`src/rtl/cmd_frame_pkg.sv`:
```
package cmd_frame_pkg;
  localparam int unsigned PAYLOAD_W  = 5;
  localparam int unsigned FRAME_BITS = PAYLOAD_W + 2;

  // field order = wire order, LSB first
  typedef struct packed {
    logic       soft_rst;
    logic [1:0] arm;
    logic [1:0] en;
  } cmd_payload_t;
endpackage

```
`src/rtl/cft_slot_timer.sv`:
```
module cft_slot_timer #(
  parameter int unsigned SLOT_CLKS = 200
) (
  input  logic clk_i,
  input  logic rst_ni,
  output logic slot_end_o
);
  localparam int unsigned CW = (SLOT_CLKS > 1) ? $clog2(SLOT_CLKS) : 1;
  localparam logic [CW-1:0] LAST = CW'(SLOT_CLKS - 1);

  logic [CW-1:0] cnt_q;

  always_ff @(posedge clk_i or negedge rst_ni) begin
    if (!rst_ni)            cnt_q <= '0;
    else if (cnt_q == LAST) cnt_q <= '0;
    else                    cnt_q <= cnt_q + 1'b1;
  end

  assign slot_end_o = (cnt_q == LAST);
endmodule

```
`src/rtl/cft_bit_timer.sv`:
```
module cft_bit_timer #(
  parameter int unsigned BIT_CLKS   = 20,
  parameter int unsigned FRAME_BITS = 7
) (
  input  logic clk_i,
  input  logic rst_ni,
  input  logic start_i,
  output logic shift_o
);
  localparam int unsigned BW = (BIT_CLKS > 1) ? $clog2(BIT_CLKS) : 1;
  localparam int unsigned IW = $clog2(FRAME_BITS);
  localparam logic [BW-1:0] BLAST = BW'(BIT_CLKS - 1);
  localparam logic [IW-1:0] ILAST = IW'(FRAME_BITS - 1);

  logic [BW-1:0] bit_cnt_q;
  logic [IW-1:0] idx_q;
  logic          busy_q;
  logic          tick;

  assign tick    = busy_q && (bit_cnt_q == BLAST);
  assign shift_o = tick;

  always_ff @(posedge clk_i or negedge rst_ni) begin
    if (!rst_ni) begin
      bit_cnt_q <= '0;
      idx_q     <= '0;
      busy_q    <= 1'b0;
    end else if (start_i) begin
      bit_cnt_q <= '0;
      idx_q     <= '0;
      busy_q    <= 1'b1;
    end else if (tick) begin
      bit_cnt_q <= '0;
      idx_q     <= idx_q + 1'b1;
      if (idx_q == ILAST) busy_q <= 1'b0;
    end else if (busy_q) begin
      bit_cnt_q <= bit_cnt_q + 1'b1;
    end
  end
endmodule

```
`src/rtl/cft_frame_shifter.sv`:
```
module cft_frame_shifter
  import cmd_frame_pkg::*;
(
  input  logic         clk_i,
  input  logic         rst_ni,
  input  logic         load_i,
  input  logic         shift_i,
  input  cmd_payload_t payload_i,
  output logic         line_o
);
  logic [FRAME_BITS-1:0] sr_q;

  // ones shift in from the top, so an empty register idles high
  always_ff @(posedge clk_i or negedge rst_ni) begin
    if (!rst_ni)       sr_q <= '1;
    else if (load_i)   sr_q <= {1'b1, payload_i, 1'b0};
    else if (shift_i)  sr_q <= {1'b1, sr_q[FRAME_BITS-1:1]};
  end

  assign line_o = sr_q[0];
endmodule

```
`src/rtl/cmd_frame_tx.sv`:
```
module cmd_frame_tx
  import cmd_frame_pkg::*;
#(
  parameter int unsigned BIT_CLKS  = 20,
  parameter int unsigned SLOT_CLKS = 200
) (
  input  logic       clk_i,
  input  logic       rst_ni,
  input  logic [1:0] pwm_en_i,
  input  logic [1:0] arm_pwm_i,
  input  logic       soft_rst_i,
  output logic       line_o
);
  logic         slot_end;
  logic         shift;
  cmd_payload_t payload;

  assign payload.en       = pwm_en_i;
  assign payload.arm      = arm_pwm_i;
  assign payload.soft_rst = soft_rst_i;

  cft_slot_timer #(.SLOT_CLKS(SLOT_CLKS)) u_slot (
    .clk_i      (clk_i),
    .rst_ni     (rst_ni),
    .slot_end_o (slot_end)
  );

  cft_bit_timer #(.BIT_CLKS(BIT_CLKS), .FRAME_BITS(FRAME_BITS)) u_bit (
    .clk_i   (clk_i),
    .rst_ni  (rst_ni),
    .start_i (slot_end),
    .shift_o (shift)
  );

  cft_frame_shifter u_shift (
    .clk_i     (clk_i),
    .rst_ni    (rst_ni),
    .load_i    (slot_end),
    .shift_i   (shift),
    .payload_i (payload),
    .line_o    (line_o)
  );
endmodule

```
`config.mk`:
```
export PLATFORM = sky130hd
export DESIGN_NAME = cmd_frame_tx
export DESIGN_NICKNAME = d
export VERILOG_FILES = /design/src/rtl/cmd_frame_pkg.sv /design/src/rtl/cft_slot_timer.sv /design/src/rtl/cft_bit_timer.sv /design/src/rtl/cft_frame_shifter.sv /design/src/rtl/cmd_frame_tx.sv
export SDC_FILE = /design/constraint.sdc
export NUM_CORES = 1
export LEC_CHECK = 0
export BUFFER_PORTS_ARGS = -buffer_cell sky130_fd_sc_hd__buf_2
export CAP_MARGIN = 5
export CORE_MARGIN = 10
export CORE_UTILIZATION = 52
export DETAILED_ROUTE_END_ITERATION = 12
export PLACE_DENSITY = 0.7
export SLEW_MARGIN = 5
export SYNTH_ARGS = -nofsm -noshare
export SYNTH_HDL_FRONTEND = slang
export SYNTH_SLANG_ARGS = --single-unit
```
`constraint.sdc`:
```
create_clock -name clk_i -period 1.4 [get_ports clk_i]
set_input_delay 0.28 -clock clk_i [delete_from_list [all_inputs] [get_ports clk_i]]
set_output_delay 0.28 -clock clk_i [all_outputs]
set_load 0.005 [all_outputs]
```
==> results of run 1 <==
## layer usage
| layer | vias up | global-route usage, % | part of all wire [%] |
|---|---|---|---|
| met5 | - | 0 | 0 |
| met4 | 0 | 4.36 | 0.36 |
| met3 | 2 | 2.68 | 3.8 |
| met2 | 19 | 19.1 | 48 |
| met1 | 450 | 14.6 | 48 |
| li1 | 466 | - | - |
## worst max-delay path, stage by stage, from the launching register on
cell and delay [ns]:
dfrtp_1 0.42, ha_4 0.18, nor4bb_4 0.25, buf_6 0.18, and3_1 0.15, o21ai_0 0.06
## metrics by stage
| step | hold WS, ns | setup WS (ns) | instances | setup TNS [ns] | utilization, % |
|---|---|---|---|---|---|
| 6_report | 0.227 | 0.0498 | 168 | 0 | 71.3 |
| 5_1_grt | 0.248 | -0.0294 | 168 | -0.0839 | 71.3 |
| 4_1_cts | 0.221 | 0.00143 | 167 | 0 | 68.5 |
| 3_3_place_gp | 0.279 | 0.0101 | 162 | 0 | 65.0 |
| 2_1_floorplan | -0.0156 | 0.00948 | 117 | 0 | - |
| 3_5_place_dp | 0.282 | -0.0625 | 162 | -0.302 | 65.0 |
## cell families after synthesis
family	count (synthesis)	share of synthesized area, %
AOI/OAI and AO/OA	28	13.2
xor gates and xnor gates	6	4.58
muxes	1	0.871
DFF	23	50.8
adders and majority gates	4	4.36
buffers and inverters	11	4.79
and+or+nand+nor	44	21.5
## path summary, 6_finish.rpt
check / start / endpoint
setup reg to reg: u_bit.bit_cnt_q[1]$_DFFE_PN0P_ / u_bit.busy_q$_DFFE_PN0P_
min in group asynchronous: rst_ni / u_bit.idx_q[2]$_DFFE_PN0P_
max in group asynchronous: rst_ni / u_bit.bit_cnt_q[4]$_DFFE_PN0P_
hold reg to reg: u_shift.sr_q[3]$_DFFE_PN1P_ / u_shift.sr_q[2]$_DFFE_PN1P_
setup / recovery: u_bit.bit_cnt_q[1]$_DFFE_PN0P_ / u_bit.busy_q$_DFFE_PN0P_
hold / removal: soft_rst_i / u_shift.sr_q[5]$_DFFE_PN1P_
## power breakdown
part | switching, mW | internal (mW)
Combinational | 0.0189 | 0.0128
Clock | 0.197 | 0.111
Sequential | 0.00403 | 0.678
## synth_stat cells, drive strengths merged
cell and number:
dfrtp 17, o21ai 12, a21oi 10, nand3 10
nor3 7, buf 6, dfstp 6, nand2 6
nor2 5, a31oi 4, ha 4, inv 4
xor2 4, or3 3, nand4 2, nand4bb 2
nor2b 2, xnor2 2, and2 1, and3 1
and4b 1, clkbuf 1, mux2i 1, nand3b 1
nor4bb 1, o2111ai 1, o211ai 1, or2 1
or4 1
## layout make-up
cell class / instances / area (um2)
Clock buffer: 4 / 26.3
Fill cell: 155 / 579
Inverter: 4 / 15.0
Multi-Input combinational cell: 83 / 592
Sequential cell: 23 / 584
Tap cell: 27 / 33.8
Timing Repair Buffer: 27 / 191
## timing repair
action / in CTS / in global routing
gates cloned: 0 / 0
pin swaps: 0 / 6
endpoints found under the hold margin: 17 / 0
hold buffers: 1 / 0
endpoints found under the setup margin: 12 / 15
gates resized for setup: 4 / 8
buffers inserted: 0 / 1
## flip-flops by register name, summed over array words and instances, names as in the netlist
register	cells
u_shift.sr_q	6
u_slot.cnt_q	8
u_bit.busy_q	1
u_bit.bit_cnt_q	5
u_bit.idx_q	3
## placed cells by master (no fill, tap or decap), drive strengths merged
cell,Yosys,final
a31oi,4,4
mux2i,1,1
o2111ai,1,1
nand4bb,2,2
nor2b,2,2
o211ai,1,1
dfstp,6,6
nor2,5,5
nand2,6,6
a21oi,10,10
clkbuf,1,4
and3,1,1
xor2,4,4
or2,1,1
nand3,10,10
or4,1,1
dlygate4sd3,0,1
and2,1,1
nand3b,1,1
nor4bb,1,1
nand4,2,2
dfrtp,17,17
inv,4,4
ha,4,4
or3,3,3
xnor2,2,2
and4b,1,1
o21ai,12,12
buf,6,26
nor3,7,7
==> results.sh, run 1 <==
export IMPL_hold_violations=0
export IMPL_fin_crit_ns=1.35
export IMPL_dpl_cell_area_mm2=0.00132
export IMPL_status="finished, final reports clean"
export IMPL_syn_inst=117
export IMPL_die_h_um=67
export IMPL_synth_area_top_cells="dfrtp_1 (37%), dfstp_2 (14%), o21ai_0 (5.2%)"
export IMPL_tritoncts="done"
export IMPL_avgViaCountPerCell=5.58
export IMPL_diodes=0
export IMPL_ys_seq_area_share_pct=50.8
export IMPL_htreeDepth=1
export IMPL_setup_violations=0
export IMPL_ys_warn_count=0
export IMPL_worstPathArrival_ns=1.55
export IMPL_worst_setup_path_type="reg2reg"
export IMPL_cts_root_buf="clkbuf_4"
export IMPL_antenna_found_initial=0
export IMPL_leakage_nw=0.597
export IMPL_grt_ovfl_total=0
export IMPL_slew_violations=0
export IMPL_clock_sinks=23
export IMPL_rows=16
export IMPL_drtIter0Drc=43
export IMPL_area_growth_pct=25.6
export IMPL_drt_wl_total_um=2520
export IMPL_track_usage_pct=11.7
export IMPL_cap_violations=0
export IMPL_min_period_over_period_pct=96.4
export IMPL_grt_start_max_net_pins=24
export IMPL_cp_required_ns=1.60
export IMPL_ys_types=30
export IMPL_reg2reg_slack_ns=0.05
export IMPL_rsz0062_at_grt="true"
export IMPL_drive_above_1_share_pct=31.9
export IMPL_hold_path_class="in2reg"
export IMPL_wl_per_cell_um=15.0
export IMPL_clockBufferDepth=2
export IMPL_drc=0
export IMPL_die_w_um=67
export IMPL_min_path_cells=3
export IMPL_fmax_ghz=0.741
export IMPL_hpwl_um=1710
export IMPL_dr_pass1_iters=4
export IMPL_rr_worst_depth=5
export IMPL_max_slew_margin_pct=65.6
export IMPL_synth_nets=128
export IMPL_insertion_delay_ns=0.30
export IMPL_io_pins=8
export IMPL_grt_pass1_vias=972
export IMPL_numPortBuffers=7
export IMPL_endpoint_kind="flip-flop"
export IMPL_dieArea_mm2=0.00449
export IMPL_yosysTopAreaCell="dfrtp_1"
export IMPL_design_area_mm2=0.00144
export IMPL_critPathMaxFanout=8
export IMPL_place_congestion=0.750
export IMPL_core_area_mm2=0.00202
export IMPL_num_vias=937
export IMPL_syn_area_per_cell_um2=9.82
export IMPL_syn_cell_area_mm2=0.00115
export IMPL_grt_pass1_wl_um=4220
export IMPL_ir_drop_v=0.000526
export IMPL_synth_top_area_share_pct=37.0
export IMPL_worst_setup_path_start_kind="flip-flop"
export IMPL_ys_seq_elements=23
export IMPL_nNetsFinal=153
export IMPL_ant_nets=0
export IMPL_initial_core_util_pct=56.8
export IMPL_fin_skew_ns=0.00115
export IMPL_tightest_slew_ns=0.516
export IMPL_power_density_mw_per_mm2=708
export IMPL_clk_pin_slew_ns=0.12
export IMPL_cts_buffers=3
export IMPL_finalPower_mw=1.02
No activity file was read; power rests on OpenSTA's default activity.
==> run 2: changes to the inputs <==
- RECOVER_POWER: not set -> 50
==> results.sh, run 2 (synthesis results as in run 1) <==
export IMPL_status="finished, final reports clean"
export IMPL_rr_worst_depth=5
export IMPL_drive_above_1_share_pct=31.9
export IMPL_timing_rr_start="u_bit.bit_cnt_q[1]$_DFFE_PN0P_"
export IMPL_clockBufferDepth=2
export IMPL_slew_violations=0
export IMPL_drt_wl_total_um=2520
export IMPL_tritoncts="done"
export IMPL_reg_top3="u_slot.cnt_q x8, u_shift.sr_q x6, u_bit.bit_cnt_q x5"
export IMPL_place_congestion=0.750
export IMPL_switching_share_pct=21.5
export IMPL_cap_violations=0
export IMPL_nNetsFinal=153
export IMPL_min_path_cells=3
export IMPL_avgViaCountPerCell=5.58
export IMPL_area_growth_pct=25.6
export IMPL_m1WireLength_um=1200
export IMPL_wl_met2_um=1210
export IMPL_num_vias=937
export IMPL_diodes=0
export IMPL_p_clk_share_pct=30.1
export IMPL_grt_pass1_vias=972
export IMPL_ir_drop_v=0.000526
export IMPL_dr_pass1_iters=4
export IMPL_cell_internal_pwr_mw=0.802
export IMPL_rr_endpoint="u_bit.busy_q$_DFFE_PN0P_"
export IMPL_fmax_ghz=0.741
export IMPL_track_usage_pct=11.7
export IMPL_setup_violations=0
export IMPL_rows=16
export IMPL_cts_root_buf="clkbuf_4"
export IMPL_worstHoldStart="soft_rst_i"
export IMPL_numPortBuffers=7
export IMPL_grt_start_max_net_pins=24
export IMPL_die_w_um=67
export IMPL_max_slew_margin_pct=61.8
export IMPL_fin_crit_ns=1.35
export IMPL_grt_pass1_wl_um=4220
export IMPL_ant_nets=0
export IMPL_top_layer_used="met4"
export IMPL_wl_per_cell_um=15.0
export IMPL_cp_required_ns=1.60
export IMPL_finalPower_mw=1.02
export IMPL_mostFrequentLayoutCell="buf_4"
export IMPL_hold_path_class="in2reg"
export IMPL_worst_path_max_delay_cell="dfrtp_1"
export IMPL_worst_setup_path_type="reg2reg"
export IMPL_leakage_nw=0.597
export IMPL_cts_buffers=3
export IMPL_power_frac_comb_pct=3.1
export IMPL_antenna_found_initial=0
export IMPL_die_h_um=67
export IMPL_clock_sinks=23
export IMPL_fin_setup_tns_ns=0
export IMPL_power_density_mw_per_mm2=708
export IMPL_clk_pin_slew_ns=0.12
export IMPL_endpoint_kind="flip-flop"
export IMPL_final_cell_mix="buf_4 (18), dfrtp_1 (16), o21ai_0 (12)"
export IMPL_critPathMaxFanout=8
export IMPL_hpwl_um=1710
export IMPL_htreeDepth=1
export IMPL_dieArea_mm2=0.00449
export IMPL_setup_ws_ns=0.0498
export IMPL_fin_skew_ns=0.00115
export IMPL_tightest_slew_ns=0.574
export IMPL_rsz0062_at_grt="true"
export IMPL_path_cells="ha_4, nor4bb_4, buf_6, and3_1, o21ai_0"
export IMPL_power_switching_mw=0.220
export IMPL_top_register="u_slot.cnt_q"
export IMPL_io_pins=8
export IMPL_drc=0
export IMPL_dr_wl_met3_um=96
export IMPL_worstPathArrival_ns=1.55
export IMPL_insertion_delay_ns=0.30
export IMPL_nFillCells=155
export IMPL_grt_ovfl_total=0
export IMPL_min_period_over_period_pct=96.4
export IMPL_drtIter0Drc=43
export IMPL_final_util_pct=71.3
export IMPL_pre_cts_ws_ns=-0.0625
export IMPL_core_area_mm2=0.00202
export IMPL_hold_violations=0
export IMPL_initial_core_util_pct=56.8
export IMPL_reg2reg_slack_ns=0.05
export IMPL_largest_reg_flops=8
export IMPL_seq_power_share_pct=66.8
export IMPL_hold_end="u_shift.sr_q[5]$_DFFE_PN1P_"
export IMPL_slowest_delay_ns=0.42
export IMPL_worst_setup_path_start_kind="flip-flop"
==> run 2: cell count changes in the layout (fill, tap and decap cells not counted), sizes merged <==
cell,delta
buf,-1
clkbuf,+1
==> run 2: final cells by class <==
class	count	area, um2	area share (%)
Inverter	4	15.0	1.04
Clock buffer	4	26.3	1.82
Sequential cell	23	584	40.5
Multi-Input combinational cell	83	592	41.0
Tap cell	27	33.8	2.34
Timing Repair Buffer	27	191	13.3
==> run 2: repair_timing <==
item	4_1_cts	5_1_grt
setup buffers	0	1
hold buffers	1	0
endpoints found under the hold margin	17	0
setup endpoints to repair	12	15
gates resized for setup	4	8
pin swaps	0	6
==> run 2: power groups by stage <==
stage / logic, mW / registers, mW / clock network [mW]
2_1_floorplan: 0.00738 / 0.692 / 0
3_3_place_gp: 0.0289 / 0.693 / 0
3_5_place_dp: 0.0299 / 0.693 / 0
4_1_cts: 0.0320 / 0.681 / 0.322
5_1_grt: 0.0370 / 0.683 / 0.342
6_report: 0.0316 / 0.682 / 0.308
==> run 2: worst max path at each step <==
stage	startpoint	endpoint	slack (ns)	cells after the start
2_1_floorplan	u_slot.cnt_q[0]$_DFF_PN0_	u_slot.cnt_q[1]$_DFF_PN0_	0.009	6
3_3_place_gp	u_bit.bit_cnt_q[0]$_DFFE_PN0P_	u_bit.idx_q[2]$_DFFE_PN0P_	0.01	4
3_5_place_dp	u_bit.bit_cnt_q[0]$_DFFE_PN0P_	u_bit.busy_q$_DFFE_PN0P_	-0.06	5
4_1_cts	u_bit.bit_cnt_q[0]$_DFFE_PN0P_	u_bit.busy_q$_DFFE_PN0P_	0.001	5
5_1_grt	u_bit.bit_cnt_q[1]$_DFFE_PN0P_	u_shift.sr_q[2]$_DFFE_PN1P_	-0.03	5
6_report	u_bit.bit_cnt_q[1]$_DFFE_PN0P_	u_bit.busy_q$_DFFE_PN0P_	0.05	5
==> run 2: stage by stage <==
stage          hold WS, ns  cell area, um2  cells
2_1_floorplan      -0.0156            1150    117
3_3_place_gp         0.279            1320    162
3_5_place_dp         0.282            1320    162
4_1_cts              0.221            1390    167
5_1_grt              0.248            1440    168
6_report             0.227            1440    168
==> run 2: critical path: cells and delay by family, from the launching register on <==
| family | cells | cell delay, ns |
|---|---|---|
| fa+ha+maj | 1 | 0.18 |
| simple gates | 2 | 0.40 |
| flops | 1 | 0.42 |
| buf+inv | 1 | 0.18 |
| compound gates | 1 | 0.06 |
==> run 2: metal layers <==
layer | vias up | GRT usage, %
met3 | 2 | 2.68
li1 | 466 | -
met2 | 19 | 19.1
met4 | 0 | 4.36
met1 | 450 | 14.6
met5 | - | 0
==> run 3: changes to the inputs <==
- clock period: 1.4 -> 1.2 ns (I/O delays scaled with it)
==> results.sh, run 3 (synthesis results as in run 1) <==
export IMPL_top_register="u_slot.cnt_q"
export IMPL_fin_crit_ns=1.34
export IMPL_power_density_mw_per_mm2=742
export IMPL_worst_setup_path_type="reg2reg"
export IMPL_place_congestion=0.785
export IMPL_rsz0062_at_grt="true"
export IMPL_mostFrequentLayoutCell="buf_4"
export IMPL_hpwl_um=1970
export IMPL_design_area_mm2=0.00163
export IMPL_ir_drop_v=0.000648
export IMPL_largest_reg_flops=8
export IMPL_fin_setup_tns_ns=-1.43
export IMPL_drtIter0Drc=75
export IMPL_grt_pass1_wl_um=4890
export IMPL_reg_top3="u_slot.cnt_q x8, u_shift.sr_q x6, u_bit.bit_cnt_q x5"
export IMPL_initial_core_util_pct=56.8
export IMPL_diodes=0
export IMPL_cap_violations=0
export IMPL_holdWs_ns=0.179
export IMPL_grt_pass1_vias=1046
export IMPL_worstPathArrival_ns=1.57
export IMPL_grt_ovfl_total=0
export IMPL_clock_sinks=23
export IMPL_instances_no_fill=180
export IMPL_status="complete, but fails checks"
export IMPL_grt_start_max_net_pins=24
export IMPL_violations="negative setup slack"
export IMPL_hold_path_class="in2reg"
export IMPL_dp_cells=173
export IMPL_max_slew_margin_pct=61.1
export IMPL_clockBufferDepth=2
export IMPL_min_period_over_period_pct=112
export IMPL_insertion_delay_ns=0.32
export IMPL_finalPower_mw=1.21
export IMPL_fmax_ghz=0.745
export IMPL_worst_setup_path_start_kind="flip-flop"
export IMPL_cts_root_buf="clkbuf_4"
export IMPL_setup_ws_ns=-0.142
export IMPL_io_pins=8
export IMPL_area_growth_pct=41.8
export IMPL_leakage_nw=0.669
export IMPL_wl_per_cell_um=16.6
export IMPL_nNetsFinal=165
export IMPL_slew_violations=0
export IMPL_tritoncts="done"
export IMPL_tightest_slew_ns=0.584
export IMPL_dr_pass1_iters=4
export IMPL_drt_wl_total_um=2990
export IMPL_numPortBuffers=7
export IMPL_setup_violations=20
export IMPL_antenna_found_initial=0
export IMPL_hold_violations=0
export IMPL_die_w_um=67
export IMPL_ant_nets=0
export IMPL_final_util_pct=80.6
export IMPL_rows=16
export IMPL_htreeDepth=1
export IMPL_avgViaCountPerCell=5.74
export IMPL_critPathMaxFanout=8
export IMPL_clk_pin_slew_ns=0.13
export IMPL_endpoint_kind="flip-flop"
export IMPL_drc=0
export IMPL_fin_skew_ns=0.00343
export IMPL_dieArea_mm2=0.00449
export IMPL_track_usage_pct=14.2
export IMPL_pre_cts_ws_ns=-0.188
export IMPL_cts_buffers=3
export IMPL_drive_above_1_share_pct=47.1
export IMPL_die_h_um=67
export IMPL_final_cell_mix="buf_4 (26), dfrtp_1 (17), nand3_1 (8)"
export IMPL_num_vias=1033
export IMPL_nFillCells=121
export IMPL_dpl_cell_area_mm2=0.00140
export IMPL_core_area_mm2=0.00202
export IMPL_cp_required_ns=1.42
-- run 3: path summary, 6_finish.rpt --
| path | from | to | slack (ns) | cells after the start |
|---|---|---|---|---|
| min in group asynchronous | rst_ni | u_bit.bit_cnt_q[2]$_DFFE_PN0P_ | 0.44 | 2 |
| max in group asynchronous | rst_ni | u_shift.sr_q[3]$_DFFE_PN1P_ | 0.38 | 2 |
| setup / recovery | u_bit.bit_cnt_q[4]$_DFFE_PN0P_ | u_bit.busy_q$_DFFE_PN0P_ | -0.14 | 4 |
| hold / removal | soft_rst_i | u_shift.sr_q[5]$_DFFE_PN1P_ | 0.18 | 3 |
| setup reg to reg | u_bit.bit_cnt_q[4]$_DFFE_PN0P_ | u_bit.busy_q$_DFFE_PN0P_ | -0.14 | 4 |
| hold reg to reg | u_shift.sr_q[1]$_DFFE_PN1P_ | u_shift.sr_q[0]$_DFFE_PN1P_ | 0.51 | 2 |
-- run 3: worst max-delay path: stages (launching register included) --
cell      delay [ns]
dfrtp_1         0.48
nor4bb_4        0.37
buf_6           0.17
and3_4          0.18
o21ai_2         0.04
-- run 3: timing repair --
item,CTS,global route
gates resized for setup,19,23
buffers inserted,2,0
hold endpoints to repair,17,0
hold buffers,1,0
endpoints found under the setup margin,21,22
pin swaps,10,5
-- run 3: layout make-up --
type	instances	area [um2]	share of cell area [%]
Sequential cell	23	583	35.8
Timing Repair Buffer	39	303	18.6
Tap cell	27	33.8	2.07
Clock buffer	4	26.3	1.61
Inverter	4	15.0	0.922
Multi-Input combinational cell	83	668	41.0
-- run 3: report_power, final --
group          leakage [nW]  internal, mW  switching, mW  total (mW)
combinational         0.368        0.0157         0.0241      0.0398
clock                0.0150         0.130          0.243       0.373
sequential            0.286         0.791        0.00557       0.796
total                 0.669         0.937          0.273        1.21
-- run 3: metal layers --
metal,track usage (%),vias up,wire length [um]
li1,-,491,-
met1,16.4,519,1270
met2,24.2,19,1580
met3,2.51,4,109
met4,7.95,0,30
met5,0,-,0
